==> config.mk <==
export PLATFORM = sky130hd
export DESIGN_NAME = approx_err_monitor
export DESIGN_NICKNAME = d
export VERILOG_FILES = /design/src/rtl/amon_pkg.sv /design/src/rtl/amon_sequencer.sv /design/src/rtl/amon_align.sv /design/src/rtl/amon_abs_chk.sv /design/src/rtl/amon_flip_chk.sv /design/src/rtl/approx_err_monitor.sv
export SDC_FILE = /design/constraint.sdc
export NUM_CORES = 1
export LEC_CHECK = 0
export CAP_MARGIN = 20
export CORE_ASPECT_RATIO = 0.7
export CORE_UTILIZATION = 50
export CTS_CLUSTER_DIAMETER = 30
export DETAILED_ROUTE_END_ITERATION = 8
export PLACE_DENSITY = 0.77
export SYNTH_ARGS = -nofsm -noshare
export SYNTH_HDL_FRONTEND = slang
export SYNTH_SLANG_ARGS = --single-unit
==> constraint.sdc <==
create_clock -name clk -period 3.45 [get_ports clk]
set_input_delay 0.8625 -clock clk [delete_from_list [all_inputs] [get_ports clk]]
set_output_delay 0.8625 -clock clk [all_outputs]
set_load 0.05 [all_outputs]
==> src/rtl/amon_pkg.sv <==
package amon_pkg;

    typedef enum logic [1:0] {
        SEQ_HOLD = 2'd0,
        SEQ_KICK = 2'd1,
        SEQ_RUN  = 2'd2
    } seq_state_t;

    localparam int NUM_CHK = 2;
    localparam int CHK_ABS  = 0;
    localparam int CHK_FLIP = 1;

endpackage

==> src/rtl/amon_sequencer.sv <==
module amon_sequencer
    import amon_pkg::*;
#(
    parameter int RST_CYCLES = 3
) (
    input  logic clk,
    input  logic rst_n,
    output logic dut_rst,
    output logic dut_start,
    output logic dut_en
);
    localparam int CW = $clog2(RST_CYCLES + 1);

    seq_state_t state, nxt;
    logic [CW-1:0] cnt;

    always_comb begin
        nxt = state;
        unique case (state)
            SEQ_HOLD: if (cnt == CW'(RST_CYCLES - 1)) nxt = SEQ_KICK;
            SEQ_KICK: nxt = SEQ_RUN;
            SEQ_RUN:  nxt = SEQ_RUN;
            default:  nxt = SEQ_HOLD;
        endcase
    end

    always_ff @(posedge clk or negedge rst_n) begin
        if (!rst_n) state <= SEQ_HOLD;
        else        state <= nxt;
    end

    always_ff @(posedge clk or negedge rst_n) begin
        if (!rst_n)                 cnt <= '0;
        else if (state == SEQ_HOLD) cnt <= cnt + CW'(1);
    end

    always_comb begin
        dut_rst   = 1'b0;
        dut_start = 1'b0;
        dut_en    = 1'b0;
        unique case (state)
            SEQ_HOLD: dut_rst   = 1'b1;
            SEQ_KICK: dut_start = 1'b1;
            SEQ_RUN:  dut_en    = 1'b1;
            default:  dut_rst   = 1'b1;
        endcase
    end

    a_r1_exclusive: assert property (@(posedge clk) disable iff (!rst_n)
        $onehot0({dut_rst, dut_start, dut_en}));
    a_r2_start_after_hold: assert property (@(posedge clk) disable iff (!rst_n)
        dut_start |-> $past(dut_rst));
    a_r2_single_start: assert property (@(posedge clk) disable iff (!rst_n)
        dut_start |=> (!dut_start && dut_en));
    a_r2_en_holds: assert property (@(posedge clk) disable iff (!rst_n)
        dut_en |=> dut_en);

endmodule

==> src/rtl/amon_align.sv <==
module amon_align #(
    parameter int W         = 8,
    parameter bit COMB_MODE = 1'b0
) (
    input  logic         clk,
    input  logic         rst_n,
    input  logic         armed,
    input  logic         ex_valid,
    input  logic [W-1:0] ex_data,
    input  logic         ap_valid,
    input  logic [W-1:0] ap_data,
    output logic         fire,
    output logic [W-1:0] ex_cur,
    output logic [W-1:0] ap_cur
);
    generate
        if (COMB_MODE) begin : g_bypass
            always_comb begin
                fire   = armed;
                ex_cur = ex_data;
                ap_cur = ap_data;
            end
        end else begin : g_capture
            logic         ex_full, ap_full;
            logic [W-1:0] ex_hold, ap_hold;
            logic         ex_have, ap_have;

            always_comb begin
                ex_have = ex_full | ex_valid;
                ap_have = ap_full | ap_valid;
                ex_cur  = ex_full ? ex_hold : ex_data;
                ap_cur  = ap_full ? ap_hold : ap_data;
                fire    = armed & ex_have & ap_have;
            end

            always_ff @(posedge clk or negedge rst_n) begin
                if (!rst_n) begin
                    ex_full <= 1'b0;
                    ap_full <= 1'b0;
                    ex_hold <= '0;
                    ap_hold <= '0;
                end else if (!armed || fire) begin
                    ex_full <= 1'b0;
                    ap_full <= 1'b0;
                end else begin
                    if (ex_valid) begin
                        ex_full <= 1'b1;
                        ex_hold <= ex_data;
                    end
                    if (ap_valid) begin
                        ap_full <= 1'b1;
                        ap_hold <= ap_data;
                    end
                end
            end

            a_r7_one_waiting_ex: assert property (@(posedge clk) disable iff (!rst_n)
                ex_full |-> !ex_valid);
            a_r7_one_waiting_ap: assert property (@(posedge clk) disable iff (!rst_n)
                ap_full |-> !ap_valid);
            a_r3_idle_empty: assert property (@(posedge clk) disable iff (!rst_n)
                !armed |=> (!ex_full && !ap_full));
        end
    endgenerate

endmodule

==> src/rtl/amon_abs_chk.sv <==
module amon_abs_chk #(
    parameter int W     = 8,
    parameter int LIMIT = 5
) (
    input  logic         clk,
    input  logic         rst_n,
    input  logic [W-1:0] x,
    input  logic [W-1:0] y,
    output logic         viol
);
    localparam logic [W:0] LIM = (W + 1)'(LIMIT);

    logic [W:0] diff, mag;

    always_comb begin
        diff = {1'b0, x} - {1'b0, y};
        mag  = diff[W] ? (~diff + 1'b1) : diff;
        viol = (mag >= LIM);
    end

    a_r4_needs_difference: assert property (@(posedge clk) disable iff (!rst_n)
        viol |-> (x != y));

endmodule

==> src/rtl/amon_flip_chk.sv <==
module amon_flip_chk #(
    parameter int W     = 8,
    parameter int LIMIT = 3
) (
    input  logic         clk,
    input  logic         rst_n,
    input  logic [W-1:0] x,
    input  logic [W-1:0] y,
    output logic         viol
);
    localparam int CW = $clog2(W + 1);

    logic [CW-1:0] ones;

    always_comb begin
        ones = '0;
        for (int i = 0; i < W; i++) ones = ones + CW'(x[i] ^ y[i]);
        viol = (ones > CW'(LIMIT));
    end

    a_r5_needs_difference: assert property (@(posedge clk) disable iff (!rst_n)
        viol |-> (x != y));

endmodule

==> src/rtl/approx_err_monitor.sv <==
module approx_err_monitor
    import amon_pkg::*;
#(
    parameter int W          = 8,
    parameter int RST_CYCLES = 3,
    parameter int BOUND_BP   = 200,
    parameter int FLIP_LIMIT = 3,
    parameter bit ABS_ON     = 1'b1,
    parameter bit FLIP_ON    = 1'b1,
    parameter bit COMB_MODE  = 1'b0
) (
    input  logic         clk,
    input  logic         rst_n,
    input  logic         ex_valid,
    input  logic [W-1:0] ex_data,
    input  logic         ap_valid,
    input  logic [W-1:0] ap_data,
    output logic         dut_rst,
    output logic         dut_start,
    output logic         dut_en,
    output logic         err_flag
);
    localparam int ABS_T = ((2 ** W - 1) * BOUND_BP) / 10000;

    logic               fire;
    logic [W-1:0]       ex_cur, ap_cur;
    logic [NUM_CHK-1:0] viol;

    amon_sequencer #(.RST_CYCLES(RST_CYCLES)) u_seq (
        .clk(clk), .rst_n(rst_n),
        .dut_rst(dut_rst), .dut_start(dut_start), .dut_en(dut_en)
    );

    amon_align #(.W(W), .COMB_MODE(COMB_MODE)) u_align (
        .clk(clk), .rst_n(rst_n), .armed(dut_en),
        .ex_valid(ex_valid), .ex_data(ex_data),
        .ap_valid(ap_valid), .ap_data(ap_data),
        .fire(fire), .ex_cur(ex_cur), .ap_cur(ap_cur)
    );

    generate
        if (ABS_ON) begin : g_abs
            amon_abs_chk #(.W(W), .LIMIT(ABS_T)) u_abs (
                .clk(clk), .rst_n(rst_n), .x(ex_cur), .y(ap_cur), .viol(viol[CHK_ABS])
            );
        end else begin : g_no_abs
            assign viol[CHK_ABS] = 1'b0;
        end
        if (FLIP_ON) begin : g_flip
            amon_flip_chk #(.W(W), .LIMIT(FLIP_LIMIT)) u_flip (
                .clk(clk), .rst_n(rst_n), .x(ex_cur), .y(ap_cur), .viol(viol[CHK_FLIP])
            );
        end else begin : g_no_flip
            assign viol[CHK_FLIP] = 1'b0;
        end
    endgenerate

    always_ff @(posedge clk or negedge rst_n) begin
        if (!rst_n)               err_flag <= 1'b0;
        else if (fire && |viol)   err_flag <= 1'b1;
    end

    a_r8_sticky: assert property (@(posedge clk) disable iff (!rst_n)
        err_flag |=> err_flag);
    a_r3_rise_only_armed: assert property (@(posedge clk) disable iff (!rst_n)
        $rose(err_flag) |-> $past(dut_en));

endmodule

==> run metrics <==
sw power=0.458 mW; worst-path fanout max=2; mean routed wirelength per cell=between 15 and 20 um; number of global-route vias before repair=1,642; Final Hold Viols=0; R2R setup slack=0.11 ns; Final HPWL DP=approximately 3500 um; row count=17; Synth cell types=42; period utilisation layout=99.1%; final worst path period need=roughly 3.4 ns; Internal=0.755 mW; Critical Path RT=3.64 ns; clock share of power=13.9%; #FFs+latches synth=23; Reg2Reg Launch Point=u_align.g_capture.ex_full$_DFFE_PN0P_; # IOs=24; setup ws final=0.0322 ns; first-pass GRT wire length=7300 um; post-route cell area=0.00239 mm2; critical path class=primary input to flop; clk buf depth=2; syn avg cell area=10.5 um2; via count=1,538; CTS buffer count=3; Net Count, Synth=208; Total Routing Usage GR=a little over a quarter; Least-Margin Pin Slew=0.722 ns; worst hold path type=flop to flop; Hold Buf Count CTS=0; FMAX=293 MHz; Setup TNS Final=0 ns; Final Max Slew Viols=0; n_diodes=0; Die X=73.1 um; Buffers on Ports=23; hold path start=u_seq.cnt[0]$_DFFE_PN0N_; element type at the critical path end=flop; Seq. cell area=577 um2; CTS tree=done; Post-Place Setup Slack=-0.622 ns; RePlAce Congestion=0.985; hold path cells=1; drt pass-1 iters=4; Clock Sinks=23; # fillers=between 200 and 250; CP startpoint kind=primary input; crit-path cells=buf_6 -> mux2_4 -> ha_4 -> inv_4 -> fa_1 -> fa_1 -> fa_2 -> ha_4 -> nand2_1 -> o21ai_1 -> a21oi_1 -> a31oi_1; Max VDD drop=around 0.24 mV; Power Dens Cells=a little over 500 mW/mm2; Worst R2R End=err_flag$_DFFE_PN0P_; status=complete, no violations; Nets=between 200 and 300; gr ovfl total=0; Power Total=about 1.2 mW; Cells after Synth=~170; Reg2Reg Depth=11; initial antenna violation count=0; worst min-delay path endpoint=u_seq.cnt[0]$_DFFE_PN0N_; starting density of the core=54.3%; Slowest cell on crit path=fa_1; Die H=51.8 um; CP peak stage delay=0.56 ns; die area=between 0.003 and 0.004 mm2; # setup viols final=0; sw frac=a little under two fifths; # H-tree levels=1; post-synthesis sequential area ratio=between 30% and 40%; CTS clk-pin slew, worst paths=0.08 ns; Slew headroom=51.6%; post-route ant nets=0; largest net degree at the start of global routing=24; initial drt markers=100; number of remaining DRC errors=0; Synth async-reset ratio=100%; leakage power=1.04 nW; Via density=5.85; Worst-Skew Late Latency=0.27 ns; final hold slack=between 0.5 and 0.6 ns; Synth-to-Final Area Change=35.0%; Post-synth EDFFs=0; maxcap violations=0; area used by multi-input combinational logic=0.00122 mm2; share of cells above drive strength 1=between 30% and 40%; synth warn=0; Core ar.=0.00325 mm2; placed instance area=0.00225 mm2; worst path arrival time=3.61 ns; clk root buf=clkbuf_8; Worst Skew=0.00567 ns; final wirelength=between 4000 and 5000 um; top_reg_cell synth=dfrtp_1; Logic pwr share=between 50 and 60%; synthesized area=0.00177 mm2; RSZ-0062 raised after global routing=true; Flop pwr share=27.6%
[Yosys cell counts (2+ instances only)]
cell type	number	area share, %
a21oi_1	7	2.0
clkbuf_1	2	0.42
dfrtp_1	23	33
fa_1	4	4.5
ha_1	16	11
inv_1	16	3.4
mux2_2	24	15
mux2i_1	10	5.7
nand2_1	6	1.3
nand3b_1	2	0.85
nor2_1	9	1.9
nor3_1	6	1.7
o211ai_1	2	0.85
o21ai_0	9	2.5
xnor2_1	4	2.0
xor2_1	2	0.99
[layout make-up]
| cell class | instances | area share, % |
|---|---|---|
| Timing Repair Buffer | 47 | 17.5 |
| Inverter | 17 | 2.99 |
| Clock inverter | 1 | 0.210 |
| Clock buffer | 3 | 1.73 |
| Tap cell | 47 | 2.46 |
| Sequential cell | 23 | 24.2 |
| Multi-Input combinational cell | 125 | 50.9 |
[worst max-delay path, delay by kind of cell]
kind | cells | cell delay (ns)
buffers and inverters | 2 | 0.13
AOI/OAI and AO/OA | 3 | 0.31
muxes | 1 | 0.29
and+or+nand+nor | 1 | 0.06
adders and majority gates | 5 | 1.96
[what timing repair did]
action,CTS,global route
setup endpoints to repair,1,1
resized for setup,26,4
hold endpoints to repair,0,0
buffers inserted,2,1
pin swaps,10,9
[stage by stage]
stage,cells,utilization (%)
final,263,73.4
after global routing,263,73.4
after CTS,261,71.7
after detailed placement,256,69.1
after global placement,256,69.1
after floorplan,168,-
[placed cells by master, fill, tap and decap left out, types with 5 or more instances in the layout]
cell type         n
o21ai_0           8
dfrtp_1          22
buf_4            23
inv_1            13
ha_1             12
mux2i_1           7
nor3_1            5
mux2_2           20
nand2_1           6
clkdlybuf4s50_1  17
a21oi_1           7
nor2_1            9
[registers in the layout, summed over array words and instances (netlist names)]
signal,cells
u_seq.state,2
u_seq.cnt,2
u_align.g_capture.ap_hold,8
err_flag,1
u_align.g_capture.ex_full,1
u_align.g_capture.ap_full,1
u_align.g_capture.ex_hold,8
[metal layers]
metal  wire [um]  track usage (%)
met2        2270             48.3
met1        1950             30.2
met5           0                0
met4          65             9.80
met3         334             6.01
[kinds of logic (layout without fill, tap and decap cells)]
family / Yosys count / after routing / synth area share, %
AO/OA/AOI/OAI: 30 / 30 / 12.2
XOR/XNOR: 6 / 6 / 2.97
adder cells (fa/ha/maj): 20 / 20 / 15.9
buffers and inverters: 20 / 68 / 4.32
flip-flops: 23 / 23 / 32.6
multiplexers: 34 / 34 / 20.9
AND/OR/NAND/NOR: 35 / 35 / 11.2
[power groups by stage]
stage	clock, mW	combinational (mW)	sequential, mW
after floorplan	0	0.408	0.325
after global placement	0	0.578	0.332
after detailed placement	0	0.620	0.336
after CTS	0.171	0.667	0.333
after global routing	0.180	0.770	0.340
final	0.169	0.709	0.335
[how the worst max path moves through the flow]
stage	startpoint	endpoint	slack, ns	cells past startpoint
finish	ex_data[2]	err_flag$_DFFE_PN0P_	0.03	12
global route	ex_data[2]	err_flag$_DFFE_PN0P_	-0.03	12
CTS	ex_data[2]	err_flag$_DFFE_PN0P_	0.009	12
detailed placement	ap_data[0]	err_flag$_DFFE_PN0P_	-0.62	12
global placement	ap_data[0]	err_flag$_DFFE_PN0P_	-0.48	12
floorplan	ap_data[0]	err_flag$_DFFE_PN0P_	-0.01	11
(Power assumes the default switching activity.)
